[src/rtl/wsp_pkg.sv]
package wsp_pkg;
  localparam int unsigned LANE_W = 8;
  localparam int unsigned WORD_W = 2 * LANE_W;
  localparam logic [1:0]  BE_FULL = 2'b11;
  localparam logic [1:0]  BE_LOW  = 2'b01;

  typedef logic [LANE_W-1:0] lane_t;
  typedef logic [WORD_W-1:0] word_t;

  // earlier byte goes to the low lane
  function automatic word_t marry(input lane_t first_b, input lane_t second_b);
    return {second_b, first_b};
  endfunction

  function automatic logic at_last(input logic [31:0] remaining);
    return remaining == 32'd1;
  endfunction
endpackage

[src/rtl/wsp_move_ctrl.sv]
module wsp_move_ctrl #(
  parameter int unsigned CNT_W = 16
) (
  input  logic             clk,
  input  logic             rst_n,
  input  logic             cmd_start,
  input  logic [CNT_W-1:0] cmd_count,
  input  logic             cmd_chain,
  input  logic             in_valid,
  input  logic             slot_free,
  output logic             in_ready,
  output logic             byte_take,
  output logic             last_take,
  output logic             chain_act,
  output logic             done
);
  import wsp_pkg::*;

  logic             active_q;
  logic [CNT_W-1:0] rem_q;
  logic             chain_q;
  logic             done_q;
  logic             start_ok;
  logic             zero_start;

  assign start_ok   = cmd_start && !active_q;
  assign zero_start = start_ok && (cmd_count == '0);
  assign in_ready   = active_q && slot_free;
  assign byte_take  = in_valid && in_ready;
  assign last_take  = byte_take && at_last(32'(rem_q));
  assign chain_act  = chain_q;
  assign done       = done_q;

  always_ff @(posedge clk or negedge rst_n) begin
    if (!rst_n) begin
      active_q <= 1'b0;
      rem_q    <= '0;
      chain_q  <= 1'b0;
      done_q   <= 1'b0;
    end else begin
      done_q <= last_take || zero_start;
      if (start_ok && !zero_start) begin
        active_q <= 1'b1;
        rem_q    <= cmd_count;
        chain_q  <= cmd_chain;
      end else if (byte_take) begin
        rem_q <= rem_q - 1'b1;
        if (last_take) active_q <= 1'b0;
      end
    end
  end

  AST_DONE_AFTER_LAST: assert property (@(posedge clk) disable iff (!rst_n)
    last_take |=> done);
  AST_COUNT_ENDS: assert property (@(posedge clk) disable iff (!rst_n)
    last_take |=> !in_ready);
  AST_BUSY_START_IGNORED: assert property (@(posedge clk) disable iff (!rst_n)
    (active_q && cmd_start && !byte_take) |=> $stable(rem_q));
endmodule

[src/rtl/wsp_pair_dp.sv]
module wsp_pair_dp (
  input  logic                  clk,
  input  logic                  rst_n,
  input  logic [7:0]            in_data,
  input  logic                  byte_take,
  input  logic                  last_take,
  input  logic                  chain_act,
  input  logic                  out_ready,
  output logic                  slot_free,
  output logic [15:0]           out_word,
  output logic [1:0]            out_be,
  output logic                  out_valid,
  output logic                  hold_flag,
  output logic                  emit_full,
  output logic                  emit_part
);
  import wsp_pkg::*;

  lane_t       lo_q;
  logic        lo_v_q;
  word_t       word_q;
  logic [1:0]  be_q;
  logic        val_q;
  logic        latch_byte;

  assign slot_free  = !val_q || out_ready;
  assign emit_full  = byte_take && lo_v_q;
  assign emit_part  = byte_take && !lo_v_q && last_take && !chain_act;
  assign latch_byte = byte_take && !emit_full && !emit_part;

  assign out_word  = word_q;
  assign out_be    = be_q;
  assign out_valid = val_q;
  assign hold_flag = lo_v_q;

  always_ff @(posedge clk or negedge rst_n) begin
    if (!rst_n) begin
      word_q <= '0;
      be_q   <= '0;
      val_q  <= 1'b0;
    end else if (emit_full || emit_part) begin
      val_q  <= 1'b1;
      word_q <= emit_full ? marry(lo_q, in_data) : marry(in_data, '0);
      be_q   <= emit_full ? BE_FULL : BE_LOW;
    end else if (out_ready) begin
      val_q <= 1'b0;
    end
  end

  always_ff @(posedge clk or negedge rst_n) begin
    if (!rst_n) begin
      lo_q   <= '0;
      lo_v_q <= 1'b0;
    end else if (emit_full) begin
      lo_v_q <= 1'b0;
    end else if (latch_byte) begin
      lo_q   <= in_data;
      lo_v_q <= 1'b1;
    end
  end

  AST_PAIR_CLEARS_FLAG: assert property (@(posedge clk) disable iff (!rst_n)
    emit_full |=> !hold_flag);
  AST_CHAIN_TAIL_HELD: assert property (@(posedge clk) disable iff (!rst_n)
    (last_take && chain_act && !hold_flag) |=> hold_flag);
  AST_BE_LEGAL: assert property (@(posedge clk) disable iff (!rst_n)
    out_valid |-> (out_be == 2'b11 || out_be == 2'b01));
  AST_PART_HIGH_ZERO: assert property (@(posedge clk) disable iff (!rst_n)
    (out_valid && out_be == 2'b01) |-> (out_word[15:8] == 8'h00));
  AST_STALL_HOLDS: assert property (@(posedge clk) disable iff (!rst_n)
    (out_valid && !out_ready) |=> (out_valid && $stable(out_word) && $stable(out_be)));
endmodule

[src/rtl/wide_send_packer.sv]
module wide_send_packer #(
  parameter int unsigned CNT_W = 16
) (
  input  logic             clk,
  input  logic             rst_n,
  input  logic             cmd_start,
  input  logic [CNT_W-1:0] cmd_count,
  input  logic             cmd_chain,
  input  logic [7:0]       in_data,
  input  logic             in_valid,
  output logic             in_ready,
  output logic [15:0]      out_word,
  output logic [1:0]       out_be,
  output logic             out_valid,
  input  logic             out_ready,
  output logic             done,
  output logic             hold_flag
);
  logic slot_free;
  logic byte_take;
  logic last_take;
  logic chain_act;
  logic emit_full;
  logic emit_part;

  wsp_move_ctrl #(.CNT_W(CNT_W)) u_ctrl (
    .clk       (clk),
    .rst_n     (rst_n),
    .cmd_start (cmd_start),
    .cmd_count (cmd_count),
    .cmd_chain (cmd_chain),
    .in_valid  (in_valid),
    .slot_free (slot_free),
    .in_ready  (in_ready),
    .byte_take (byte_take),
    .last_take (last_take),
    .chain_act (chain_act),
    .done      (done)
  );

  wsp_pair_dp u_dp (
    .clk       (clk),
    .rst_n     (rst_n),
    .in_data   (in_data),
    .byte_take (byte_take),
    .last_take (last_take),
    .chain_act (chain_act),
    .out_ready (out_ready),
    .slot_free (slot_free),
    .out_word  (out_word),
    .out_be    (out_be),
    .out_valid (out_valid),
    .hold_flag (hold_flag),
    .emit_full (emit_full),
    .emit_part (emit_part)
  );

  AST_NO_TAKE_STALLED: assert property (@(posedge clk) disable iff (!rst_n)
    (in_valid && in_ready) |-> (!out_valid || out_ready));
  AST_ONE_EMIT_KIND: assert property (@(posedge clk) disable iff (!rst_n)
    !(emit_full && emit_part));
endmodule

[config.mk]
export PLATFORM = sky130hd
export DESIGN_NAME = wide_send_packer
export DESIGN_NICKNAME = d
export VERILOG_FILES = /design/src/rtl/wsp_pkg.sv /design/src/rtl/wsp_move_ctrl.sv /design/src/rtl/wsp_pair_dp.sv /design/src/rtl/wide_send_packer.sv
export SDC_FILE = /design/constraint.sdc
export NUM_CORES = 1
export LEC_CHECK = 0
export BUFFER_PORTS_ARGS = -buffer_cell sky130_fd_sc_hd__buf_2
export CORE_ASPECT_RATIO = 1.2
export CORE_UTILIZATION = 30
export DETAILED_ROUTE_END_ITERATION = 16
export GPL_TIMING_DRIVEN = 0
export SYNTH_ARGS = -nofsm -noshare
export SYNTH_HDL_FRONTEND = slang
export SYNTH_SLANG_ARGS = --single-unit
[constraint.sdc]
create_clock -name clk -period 2.6 [get_ports clk]
set_input_delay 0.13 -clock clk [delete_from_list [all_inputs] [get_ports clk]]
set_output_delay 0.13 -clock clk [all_outputs]
set_load 0.03 [all_outputs]
== Yosys cells after proc, flatten, opt, wreduce, memory -nomap -nowiden ==
Index checks and enable logic that the tools add are counted.

* Flip-flop bits (word level): 47
* Input bits: 30
* Output and inout bits: 22
* Logic and storage cells: 52

* Add/sub/neg operators: 1
* Eq/ne operators: 1
* Mux-type cells: 11
* Bitwise logic cells: 1
* Reduce and logical (&&, ||, !) cells: 29

{| class="wikitable"
|+ Operator list
! kind !! number
|-
| 2-to-1 mux 16 bit || 3
|-
| equality test 16 x 1 -> 1 bit, second input constant || 1
|-
| logical NOT 16 bit || 1
|-
| subtractor 16 x 1 -> 16 bit, second input constant || 1
|-
| logical AND 1 bit || 12
|-
| nonzero test 2 bit || 4
|-
| logical NOT 1 bit || 7
|-
| 2-to-1 mux 1 bit || 7
|-
| AND reduction 2 bit || 2
|-
| logical OR 1 bit || 3
|-
| 2-to-1 mux 2 bit || 1
|-
| inverter 1 bit || 1
|}

== Longest topological paths before layout ==
Gate-level depths: netlist of run 1.

* Depth after elaboration: 11
* Depth in mapped cells: 8
* Depth with buffers taken out: 7

== Modules after synthesis ==
Synthesis of run 1 repeated with hierarchy kept, for this count alone.

* Cells, all modules: 207
* Area, all modules: 2250.9 um2

{| class="wikitable"
|+ Modules (own cells, without submodules)
! module !! times used !! cells an instance !! area each (um2) !! seq. area each (um2)
|-
| wsp_pair_dp || 1 || 93 || 1186.1 || 700.7
|-
| wsp_move_ctrl || 1 || 114 || 1064.8 || 475.5
|}

== Least setup slack after synthesis of run 1 ==
No wires, ideal clock.

* Path kind: register -> register
* From: reg u_dp.val_q (netlist: u_dp.out_valid)
* To: reg u_dp.lo_q[0]
* Setup time: 0.125 ns
* Data arrival time: 1.847 ns
* Data required time: 2.475 ns
* Path slack: 0.628 ns
* Cell stages (with the launch flop): 7
* Buffers on the path: 1
* Clock period less this slack: 1.972 ns
* Cell sequence: dfrtp_1 > nand2b_1 > nand4_1 > nor3_4 > or3_1 > buf_6 > mux2_2

* Cells in the longest elaborated chain, start to end: 10
* Elaborated cells between the ends (all ways): 15
* Those cells by class: 1 x bitwise; 14 x reduce/logical

{| class="wikitable"
|+ Ends and longest elaborated chain
! what !! RTL line !! RTL
|-
| from (decl) || wsp_pair_dp.sv:23 || <nowiki>logic val_q;</nowiki>
|-
| from (signal assigned) || wsp_pair_dp.sv:40 || <nowiki>val_q <= 1'b0;</nowiki>
|-
| from (signal assigned) || wsp_pair_dp.sv:42 || <nowiki>val_q <= 1'b1;</nowiki>
|-
| from (signal assigned) || wsp_pair_dp.sv:46 || <nowiki>val_q <= 1'b0;</nowiki>
|-
| logical NOT 1 bit * || wsp_pair_dp.sv:26 || <nowiki>assign slot_free = !val_q || out_ready;</nowiki>
|-
| logical OR 1 bit * || wsp_pair_dp.sv:26 ||
|-
| logical AND 1 bit * || wsp_move_ctrl.sv:28 || <nowiki>assign in_ready = active_q && slot_free;</nowiki>
|-
| logical AND 1 bit * || wsp_move_ctrl.sv:29 || <nowiki>assign byte_take = in_valid && in_ready;</nowiki>
|-
| logical AND 1 bit (on tied branches) || wsp_pair_dp.sv:28, wsp_move_ctrl.sv:30 ||
|-
| logical AND 1 bit (2 in series) || wsp_pair_dp.sv:28 || <nowiki>assign emit_part = byte_take && !lo_v_q && last_take && !chain_act;</nowiki>
|-
| logical NOT 1 bit || wsp_pair_dp.sv:29 || <nowiki>assign latch_byte = byte_take && !emit_full && !emit_part;</nowiki>
|-
| logical AND 1 bit || wsp_pair_dp.sv:29 ||
|-
| AND reduction 2 bit (no line) * || - ||
|-
| to (signal assigned) || wsp_pair_dp.sv:57 || <nowiki>lo_q <= in_data;</nowiki>
|-
| to (decl) || wsp_pair_dp.sv:19 || <nowiki>lane_t lo_q;</nowiki>
|}

Every way passes the cells marked *; elsewhere a longest branch is shown, timed or not.
A chain may end at the register's enable or synchronous reset.

== Worst setup path in the final report of run 1 ==
* From: reg u_ctrl.rem_q[9]
* To: reg u_dp.lo_q[2]

* Cells in the longest elaborated chain, start to end: 7

{| class="wikitable"
|+ Ends and longest elaborated chain
! what !! RTL line !! RTL
|-
| from (decl) || wsp_move_ctrl.sv:20 || <nowiki>logic [CNT_W-1:0] rem_q;</nowiki>
|-
| from (signal assigned) || wsp_move_ctrl.sv:44 || <nowiki>rem_q <= cmd_count;</nowiki>
|-
| from (signal assigned) || wsp_move_ctrl.sv:47 || <nowiki>rem_q <= rem_q - 1'b1;</nowiki>
|-
| equality test 16 x 1 -> 1 bit || wsp_pkg.sv:16 || <nowiki>return remaining == 32'd1;</nowiki>
|-
| logical AND 1 bit || wsp_move_ctrl.sv:30 || <nowiki>assign last_take = byte_take && at_last(32'(rem_q));</nowiki>
|-
| logical AND 1 bit (2 in series) || wsp_pair_dp.sv:28 ||
|-
| logical NOT 1 bit || wsp_pair_dp.sv:29 ||
|-
| logical AND 1 bit || wsp_pair_dp.sv:29 ||
|-
| AND reduction 2 bit (no line) || - ||
|}

No other way between the ends.

==> out/qor.csv, run 1 <==
metric,value,unit
outcome,completed,
maximum capacitance violations,0,
first-pass iteration count of the detailed router,4,
cts hold-fix bufs,0,
"Buf+Inv Stages, Crit Path",1,
Slew @ Worst Pin,1070,ps
clock share of power,0.161,
number of port buffers,51,
first-pass GRT wire length,9.92,mm
async set-reset flop share out of synthesis,1.00,
post-synthesis xor/xnor area fraction,0.0191,
total grt overflow,0,
Die Y,97.8,um
# setup viols final,0,
I/O pin count,52,
post-route cell area,2770,um2
CTS H-tree lvls,2,
Worst EP arrival,2440,ps
Adder-Cell Fraction of Synth Area,0.0109,
Finished Layout Cells,385,
FILL cells,771,
Logic pwr share,0.453,
WHS,5.74,ps
worst skew pair latency,310,ps
"Seq/Total Area, Yosys",0.513,
max frequency,446,MHz
DRC violations left,0,
synthesized-area fraction occupied by and/or/nand/nor cells,0.272,
die area,8000,um2
clock sinks,47,
die span in x,81.8,um
DRT Wirelength,6.12,mm
initial antenna violation count,0,
vias per cell,5.21,
Worst path top cell family by delay,simple AND/OR/NAND/NOR gates,
crit path max fanout,10,
total setup buffers inserted after CTS,0,
Net Sw Frac,0.433,
shortest period the worst path allows,2240,ps
Crit Path Category,flip-flop to flip-flop,
layout cells sized above 1,0.264,
largest net degree at the start of global routing,48,
number of global-route vias before repair,2007,
Max Buffers Root-to-Sink,2,
Slew HR,0.287,
worst path required time,2790,ps
crit end category,flip-flop,
Mapped Nets,269,
post-cts resize count,0,
net switching power of the design,1.44,mW
mapped cell area,2290,um2
post-synthesis mux area share,0.0442,
crit path cell chain,nor4_4 > nand3_2 > nor3_4 > or3_1 > buf_6 > mux2_2,
Syn Area/Cell,9.68,um2
setup TNS,0,ps
Root Driver,clkbuf_8,
Post-synth EDFFs,0,
total of warnings raised by yosys,0,
CP peak stage delay,450,ps
Core Region,7320,um2
Starting Density,0.313,
Post-Place Cell Area,2660,um2
placed cells,378,
Final period util,0.862,
Clock transition at path regs,90,ps
compound-gate portion of the synthesized area,0.107,
Cell Rows,34,
Power Dens Cells,1200,nW/um2
fin nets,327,
Netlist cell types,40,
dpl hpwl,4.30,mm
Mapped Cells,237,
HP Class,primary input to async pin,
CTS Buf Count,5,
ANT nets after route,0,
n_diodes,0,
Final Max Slew Viols,0,
Peak VDD IR,0.514,mV
clk_skew,8.09,ps
Area growth syn-to-layout,20.7,%
Crit-path slowest cell,nor4_4,
via count,2004,
leakage power,1.21,nW
Initial DRC Count,104,
CTS tree,done,
top_reg_cell synth,dfrtp_1,
number of synthesized register bits,47,
RSZ-0062 raised after global routing,no,
main combinational cell family by area after synthesis,simple AND/OR/NAND/NOR gates,
crit start category,flip-flop,
WL/cell,15.9,um
Tot GR Track Use,0.163,
gpl congestion,0.842,
Pint,1.89,mW
Fin. Hold Viols,0,
sequential power share,0.386,
## cell usage in the layout, fill, tap and decap left out, types with 2 or more instances in the layout
master,count
buf_2,52
nand2_1,40
or3_1,3
and2_1,4
o21ai_0,14
nor2_1,12
nand3_1,12
dfrtp_1,47
nor4_1,5
a21oi_1,2
a22oi_1,2
o22ai_1,8
mux2_2,9
clkbuf_1,9
nand2b_1,2
xnor2_1,4
inv_1,4
buf_6,2
o211ai_1,3
nand4_1,4
clkbuf_8,5
ha_1,2
o221ai_1,2
or3_2,2
nor3_1,25
nor3_4,2
a221o_1,2
o311ai_0,2
## worst register-to-register path: stages (launching register included)
cell and delay, ps:
dfrtp_1 430, nor4_4 450, nand3_2 160, nor3_4 410
or3_1 190, buf_6 150, mux2_2 340
## per-layer routing
metal	wire [um]	up-vias	share of wire	GRT usage
met3	364	7	0.059	0.0346
met1	2790	961	0.46	0.222
met4	75	0	0.012	0.0486
met2	2890	67	0.47	0.258
met5	0	-	0	0
li1	-	969	-	-
## logic make-up after synthesis
| logic type | after synthesis |
|---|---|
| and+or+nand+nor | 120 |
| DFF | 47 |
| AOI/OAI and AO/OA | 38 |
| buffers and inverters | 16 |
| muxes | 9 |
| xor gates and xnor gates | 5 |
| adders and majority gates | 2 |
## final cells by class
| class | instances | area (um2) | area share |
|---|---|---|---|
| inverters | 4 | 15.0 | 0.00542 |
| clock inverters | 2 | 37.5 | 0.0136 |
| plain buffers | 12 | 61.3 | 0.0222 |
| multi-input cells | 174 | 1040 | 0.376 |
| clock buffers | 5 | 68.8 | 0.0249 |
| repair buffers | 51 | 255 | 0.0922 |
| well taps | 90 | 113 | 0.0407 |
| flip-flops and latches | 47 | 1180 | 0.425 |
## synthesized netlist by cell type (2+ instances only)
| cell type | count | area (um2) |
|---|---|---|
| dfrtp_1 | 47 | 1180 |
| nand2_1 | 40 | 150 |
| nor3_1 | 25 | 125 |
| o21ai_0 | 14 | 70.1 |
| nand3_1 | 12 | 60.1 |
| nor2_1 | 12 | 45.0 |
| clkbuf_1 | 9 | 33.8 |
| mux2_2 | 9 | 101 |
| o22ai_1 | 8 | 50.1 |
| nor4_1 | 5 | 31.3 |
| and2_1 | 4 | 25.0 |
| inv_1 | 4 | 15.0 |
| nand4_1 | 4 | 25.0 |
| xnor2_1 | 4 | 35.0 |
| o211ai_1 | 3 | 22.5 |
| or3_1 | 3 | 18.8 |
| a21oi_1 | 2 | 10.0 |
| a221o_1 | 2 | 20.0 |
| a22oi_1 | 2 | 15.0 |
| buf_6 | 2 | 22.5 |
| ha_1 | 2 | 25.0 |
| nand2b_1 | 2 | 12.5 |
| nor3_4 | 2 | 32.5 |
| o221ai_1 | 2 | 17.5 |
| o311ai_0 | 2 | 17.5 |
| or3_2 | 2 | 15.0 |
## stage by stage
stage	setup slack, ps	power, mW	utilization
3_3_place_gp	400	2.78	0.364
5_1_grt	228	3.55	0.378
6_report	358	3.33	0.378
3_5_place_dp	380	2.81	0.364
4_1_cts	376	3.35	0.378
2_1_floorplan	628	2.36	-
## power by group through the flow
stage / logic, mW / clock network (mW) / registers [mW]
6_report: 1.51 / 0.536 / 1.28
3_5_place_dp: 1.52 / 0 / 1.30
5_1_grt: 1.66 / 0.568 / 1.33
3_3_place_gp: 1.49 / 0 / 1.29
4_1_cts: 1.52 / 0.545 / 1.28
2_1_floorplan: 0.845 / 0 / 1.52
## sequential cells by signal, indices dropped and copies added (netlist names)
register and count:
u_dp.out_valid 1, u_ctrl.rem_q 16, u_ctrl.done 1, u_dp.hold_flag 1, u_dp.out_word 16, u_ctrl.active_q 1
u_ctrl.chain_act 1, u_dp.lo_q 8, u_dp.out_be 2
## worst paths after layout
kind                                       from                end  slack, ps  depth (start not counted)
worst min register to register   u_dp.out_be[0]     u_dp.out_be[0]        480                          1
worst max register to register  u_ctrl.rem_q[9]       u_dp.lo_q[2]        360                          6
worst max-delay path            u_ctrl.rem_q[9]       u_dp.lo_q[2]        360                          6
worst min-delay path                      rst_n    u_ctrl.rem_q[0]          6                          1
min in group clk                     in_data[7]  u_dp.out_word[15]         40                          3
max in group asynchronous                 rst_n   u_ctrl.rem_q[15]       1930                          1
Note: power is estimated with default switching activity, not from simulation.
==> run 2: changes to the inputs <==
- ABC_AREA: default -> 1
==> run 2 against run 1 <==
Sequential power rose by 4%. Flip-flop and latch count stayed put. Clock power down 16%. Design area rose by 14%. Synthesized cell count is 47% higher. Area after synthesis up 16%. Highest routed layer unchanged.
==> out/qor.csv, run 2 <==
metric,value,unit,change
HP Class,primary input to async pin,,unchanged
Tot GR Track Use,0.152,,was 0.163
top_reg_cell synth,dfrtp_1,,unchanged
Initial DRC Count,91,,was 104
Area growth syn-to-layout,18.4,%,was 20.7%
clock sinks,47,,unchanged
first-pass GRT wire length,10.9,mm,was 9.92 mm
largest area contributor in the netlist,dfrtp_1,,unchanged
number of port buffers,51,,unchanged
total of warnings raised by yosys,0,,unchanged
# setup viols final,0,,unchanged
Max Buffers Root-to-Sink,2,,unchanged
Slew HR,0.291,,was 0.287
Root Driver,clkbuf_8,,unchanged
Fin. Hold Viols,0,,unchanged
fin nets,438,,was 327
Syn Area/Cell,7.64,um2,was 9.68 um2
net switching power of the design,1.54,mW,was 1.44 mW
post-place setup slack,1010,ps,was 380 ps
WL/cell,12.6,um,was 15.9 um
number of synthesized register bits,47,,unchanged
"Seq/Total Area, Yosys",0.442,,was 0.513
maximum capacitance violations,0,,unchanged
worst path required time,2800,ps,was 2790 ps
Pint,1.77,mW,was 1.89 mW
Post-synth EDFFs,0,,unchanged
Crit-path slowest cell,dfrtp_1,,was nor4_4
Final Max Slew Viols,0,,unchanged
crit path max fanout,10,,unchanged
RSZ-0062 raised after global routing,no,,unchanged
DRT Wirelength,6.61,mm,was 6.12 mm
largest net degree at the start of global routing,48,,unchanged
initial antenna violation count,0,,unchanged
outcome,completed,,unchanged
DRC violations left,0,,unchanged
Mapped Nets,380,,was 269
Final period util,0.615,,was 0.862
number of global-route vias before repair,2248,,"was 2,007"
WHS,17.4,ps,was 5.74 ps
Net Sw Frac,0.466,,was 0.433
first-pass iteration count of the detailed router,4,,unchanged
ANT nets after route,0,,unchanged
largest cells by area after synthesis,"dfrtp_1 44%, nand2_1 16%, nand3_1 14%, nor2_1 4.4%, inv_1 2.8%",,"was dfrtp_1 51%, nand2_1 6.5%, nor3_1 5.5%, mux2_2 4.4%, o21ai_0 3.1%"
CTS H-tree lvls,2,,unchanged
CP dominant cell by count,nand2_1,,
vias per cell,4.65,,was 5.21
mapped cell area,2660,um2,was 2290 um2
CTS tree,done,,unchanged
Die Y,105,um,was 97.8 um
via count,2438,,"was 2,004"
total grt overflow,0,,unchanged
synth cell count leaders,"112 x nand2_1, 73 x nand3_1, 47 x dfrtp_1, 31 x nor2_1, 20 x inv_1",,"was 47 x dfrtp_1, 40 x nand2_1, 25 x nor3_1, 14 x o21ai_0"
dpl hpwl,4.92,mm,was 4.30 mm
Clock transition at path regs,90,ps,about the same
final design utilization,0.366,,was 0.378
n_diodes,0,,unchanged
worst skew pair latency,300,ps,was 310 ps
die area,9250,um2,was 8000 um2
crit path cell chain,inv_1 > ha_1 > nand2_1 > nor2_2 > nand2_1 > nor2_2 > nand3_4 > buf_6 > nand3_1 > nand2_1,,was nor4_4 > nand3_2 > nor3_4 > or3_1 > buf_6 > mux2_2
max frequency,625,MHz,was 446 MHz
Synth top area share,0.442,,was 0.513
"commonest non-fill, non-tap cell in the layout",nand2_1,,was buf_2
clock share of power,0.136,,was 0.161
shortest period the worst path allows,1600,ps,was 2240 ps
total power,3.31,mW,was 3.33 mW
I/O pin count,52,,unchanged
Mapped Cells,348,,was 237
sequential power share,0.400,,was 0.386
Netlist cell types,28,,was 40
Crit Path Category,flip-flop to flip-flop,,unchanged
"commonest non-fill, non-tap cells in the layout","112 x nand2_1, 73 x nand3_1, 56 x buf_2, 47 x dfrtp_1, 31 x nor2_1",,"was 52 x buf_2, 47 x dfrtp_1, 40 x nand2_1, 25 x nor3_1, 14 x o21ai_0"
crit end category,flip-flop,,unchanged
post-cts resize count,0,,unchanged
layout cells sized above 1,0.231,,was 0.264
async set-reset flop share out of synthesis,1.00,,unchanged
gpl congestion,0.876,,was 0.842
Power Dens Cells,1050,nW/um2,was 1200 nW/um2
clk_skew,5.19,ps,was 8.09 ps
cts hold-fix bufs,0,,unchanged
Cell Rows,37,,was 34
CP peak stage delay,410,ps,was 450 ps
Core Region,8610,um2,was 7320 um2
Slew @ Worst Pin,1060,ps,was 1070 ps
Worst EP arrival,1800,ps,was 2440 ps
die span in x,88.0,um,was 81.8 um
Peak VDD IR,0.340,mV,was 0.514 mV
"count leader, synth",nand2_1,,was dfrtp_1
final setup margin,1000,ps,was 358 ps
leakage power,1.61,nW,was 1.21 nW
CTS Buf Count,5,,unchanged
Logic pwr share,0.464,,was 0.453
crit start category,flip-flop,,unchanged
setup TNS,0,ps,unchanged
total setup buffers inserted after CTS,0,,unchanged
Starting Density,0.309,,was 0.313
-- run 2: cell types whose count changed after synthesis, moves of 11 or more --
cell     delta
nor2_2     +11
nand3_1    +61
nand2_1    +72
nor3_1     -24
nor2_1     +19
o21ai_0    -11
inv_1      +16
-- run 2: kinds of logic after synthesis --
family / after synthesis / share of synthesized area
xor gates and xnor gates: 10 / 0.0329
and+or+nand+nor: 241 / 0.415
adders and majority gates: 2 / 0.00941
DFF: 47 / 0.442
AOI/OAI and AO/OA: 12 / 0.0315
buffers and inverters: 36 / 0.0687
-- run 2: metrics by stage --
stage | std cells | area (um2)
global placement | 516 | 3060
floorplan | 348 | 2660
detailed placement | 516 | 3060
global route | 524 | 3150
finish | 524 | 3150
CTS | 524 | 3150
-- run 2: path summary, 6_finish.rpt --
path	startpoint	end	slack, ps	depth (start not counted)
max	u_ctrl.rem_q[1]	u_dp.lo_q[7]	1000	10
min	rst_n	u_dp.out_word[9]	20	1
max reg2reg	u_ctrl.rem_q[1]	u_dp.lo_q[7]	1000	10
min reg2reg	u_dp.out_be[0]	u_dp.out_be[0]	470	2
max in group asynchronous	rst_n	u_ctrl.rem_q[13]	1940	1
min in group clk	in_data[0]	u_dp.out_word[8]	70	3
-- run 2: final cells by class --
cell class	instances	area [um2]
fillers	912	5460
well taps	117	146
plain buffers	14	96.3
multi-input cells	265	1300
repair buffers	51	255
clock inverters	3	18.8
inverters	22	86.3
clock buffers	5	68.8
flip-flops and latches	47	1180
-- run 2: critical path: cells and delay by family (launching register included) --
| kind | cells | cell delay, ps |
|---|---|---|
| adder cells (fa/ha/maj) | 1 | 190 |
| buffers and inverters | 2 | 250 |
| flip-flops | 1 | 410 |
| AND/OR/NAND/NOR | 7 | 650 |
-- run 2: metal layers --
metal | track usage | vias up | wire [um]
li1 | - | 1236 | -
met1 | 0.194 | 1127 | 3020
met2 | 0.263 | 68 | 3270
met3 | 0.0261 | 7 | 278
met4 | 0.0340 | 0 | 44
met5 | 0 | - | 0
-- run 2: power by group through the flow --
stage               Sequential, mW  Clock (mW)  Combinational, mW
floorplan                     1.55           0              0.908
global placement              1.32           0               1.53
detailed placement            1.34           0               1.55
CTS                           1.33       0.466               1.56
global route                  1.37       0.498               1.74
finish                        1.33       0.450               1.54
==> run 3: changes to the inputs <==
- ABC_AREA: 1 -> 0
- clock period: 2.6 -> 1.68 ns (I/O delays scaled with it)
==> run 3 against run 2 <==
The flow now finishes with violations (hold timing, setup timing). Critical path type unchanged. Combinational power increased by 86%. Maximum frequency decreased by 13%. Sequential power increased by 53%. Final cell count decreased by 23%. Global-route usage increased by 1.9 points. Design area decreased by 0.95%. Clock power increased by 95%. Non-clock buffer count increased by 13. Register-to-register slack got worse by 1200 ps. Clock skew increased by 8.1 ps. Largest power group unchanged. Sequential share of layout area increased by 0.44 points. Routed wire length decreased by 1.3%.
==> out/qor.csv, run 3 (synthesis results as in run 1) <==
metric,value,unit,change
total grt overflow,0,,unchanged
placed cells,378,,was 516
critical path startpoint,u_ctrl.rem_q[9],,was u_ctrl.rem_q[1]
"commonest non-fill, non-tap cells in the layout","51 x buf_2, 45 x dfrtp_1, 38 x nand2_1, 16 x nor3_1, 15 x buf_4",,"was 112 x nand2_1, 73 x nand3_1, 56 x buf_2, 47 x dfrtp_1, 31 x nor2_1"
Clock transition at path regs,100,ps,was 90 ps
fin nets,342,,was 438
dpl hpwl,4.36,mm,was 4.92 mm
die span in x,81.8,um,was 88.0 um
"Buf+Inv Stages, Crit Path",1,,was 2
cts hold-fix bufs,0,,unchanged
number of global-route vias before repair,2074,,"was 2,248"
Root Driver,clkbuf_8,,unchanged
# setup viols final,30,,was 0
Slew HR,0.278,,was 0.291
n_diodes,0,,unchanged
layout cells sized above 1,0.428,,was 0.231
HP Class,primary input to async pin,,unchanged
max frequency,543,MHz,was 625 MHz
CTS Buf Count,5,,unchanged
DRT Wirelength,6.53,mm,was 6.61 mm
clock sinks,47,,unchanged
clock share of power,0.152,,was 0.136
die area,8000,um2,was 9250 um2
Crit Path Category,flip-flop to flip-flop,,unchanged
Crit-path slowest cell,dfrtp_1,,unchanged
worst path required time,1870,ps,was 2800 ps
WHS,-15.7,ps,was 17.4 ps
Die Y,97.8,um,was 105 um
R2R Path Start,u_ctrl.rem_q[9],,was u_ctrl.rem_q[1]
crit start category,flip-flop,,unchanged
slack of the worst reg-to-reg path,-160,ps,was 1000 ps
DRC violations left,0,,unchanged
crit end category,flip-flop,,unchanged
Tot GR Track Use,0.171,,was 0.152
gpl congestion,0.838,,was 0.876
ANT nets after route,0,,unchanged
Post-Place Cell Area,2760,um2,was 3060 um2
Initial DRC Count,137,,was 91
vias per cell,5.25,,was 4.65
Logic pwr share,0.495,,was 0.464
shortest period the worst path allows,1840,ps,was 1600 ps
final setup margin,-163,ps,was 1000 ps
outcome,"complete, but fails checks",,was completed
worst skew pair latency,300,ps,about the same
Power Dens Cells,1850,nW/um2,was 1050 nW/um2
reg2reg end,u_dp.lo_q[2],,was u_dp.lo_q[7]
Finished Layout Cells,401,,was 524
leakage power,1.41,nW,was 1.61 nW
initial antenna violation count,0,,unchanged
total power,5.77,mW,was 3.31 mW
CP peak stage delay,430,ps,was 410 ps
number of port buffers,51,,unchanged
Pint,3.33,mW,was 1.77 mW
Final period util,1.10,,was 0.615
clk_skew,13.3,ps,was 5.19 ps
Crit path depth,6,,was 10
CTS H-tree lvls,2,,unchanged
crit path to,u_dp.lo_q[2],,was u_dp.lo_q[7]
Peak VDD IR,1.02,mV,was 0.340 mV
net switching power of the design,2.44,mW,was 1.54 mW
setup TNS,-3250,ps,was 0 ps
via count,2107,,"was 2,438"
Area growth syn-to-layout,36.0,%,was 18.4%
Worst EP arrival,2030,ps,was 1800 ps
sequential power share,0.353,,was 0.400
Net Sw Frac,0.423,,was 0.466
I/O pin count,52,,unchanged
first-pass GRT wire length,10.5,mm,was 10.9 mm
final design utilization,0.426,,was 0.366
Core Region,7320,um2,was 8610 um2
largest net degree at the start of global routing,48,,unchanged
Fin. Hold Viols,38,,was 0
crit path max fanout,5,,was 10
post-place setup slack,-542,ps,was 1010 ps
RSZ-0062 raised after global routing,yes,,was no
post-route cell area,3120,um2,was 3150 um2
crit path cell chain,nor4_4 > nand3_2 > nor3_4 > or3_4 > buf_6 > mux2_4,,was inv_1 > ha_1 > nand2_1 > nor2_2 > nand2_1 > nor2_2 > nand3_4 > buf_6 > nand3_1 > nand2_1
CTS tree,done,,unchanged
WL/cell,16.3,um,was 12.6 um
Cell Rows,34,,was 37
Final Max Slew Viols,0,,unchanged
Starting Density,0.313,,was 0.309
first-pass iteration count of the detailed router,4,,unchanged
Worst path top cell family by delay,simple AND/OR/NAND/NOR gates,,unchanged
maximum capacitance violations,0,,unchanged
Slew @ Worst Pin,1080,ps,was 1060 ps
"commonest non-fill, non-tap cell in the layout",buf_2,,was nand2_1
R2R depth,6,,was 10
failing checks,"hold timing, setup timing",,
Max Buffers Root-to-Sink,2,,unchanged
## run 3: how the worst min path moves through the flow
stage / from / to / slack, ps / cells after the start
2_1_floorplan: rst_n / u_ctrl.active_q / -210 / 0
3_3_place_gp: cmd_count[8] / u_ctrl.rem_q[8] / 320 / 3
3_5_place_dp: cmd_count[1] / u_ctrl.rem_q[1] / 320 / 3
4_1_cts: cmd_count[9] / u_ctrl.rem_q[9] / 8 / 3
5_1_grt: cmd_count[1] / u_ctrl.rem_q[1] / 20 / 3
6_report: rst_n / u_ctrl.rem_q[12] / -20 / 1
## run 3: layout make-up
type,instances,area [um2]
Fill cell,736,4200
Multi-Input combinational cell,174,1230
Sequential cell,47,1180
Timing Repair Buffer,67,383
Tap cell,90,113
Clock buffer,6,82.6
Buffer,11,82.6
Clock inverter,2,35.0
Inverter,4,15.0
## run 3: worst reg2reg max path, stage by stage, from the launching register on
cell and delay [ps]:
dfrtp_1 430, nor4_4 360, nand3_2 160, nor3_4 170
or3_4 170, buf_6 130, mux2_4 300
## run 3: repair_timing
action | 4_1_cts | 5_1_grt
gates resized for setup | 27 | 26
pin swaps | 10 | 17
buffers inserted | 10 | 6
setup endpoints to repair | 46 | 43
gates cloned | 1 | 0
## run 3: power by group through the flow
stage	sequential (mW)	combinational, mW	clock, mW
2_1_floorplan	2.37	1.35	0
3_3_place_gp	2.01	2.36	0
3_5_place_dp	2.03	2.40	0
4_1_cts	2.03	2.71	0.893
5_1_grt	2.10	3.10	0.952
6_report	2.03	2.86	0.877
## run 3: layer usage
metal,vias up,global-route usage,part of all wire
met4,0,0.0499,0.014
met3,8,0.0290,0.063
met1,1018,0.239,0.43
met2,78,0.269,0.49
li1,1003,-,-
met5,-,0,0
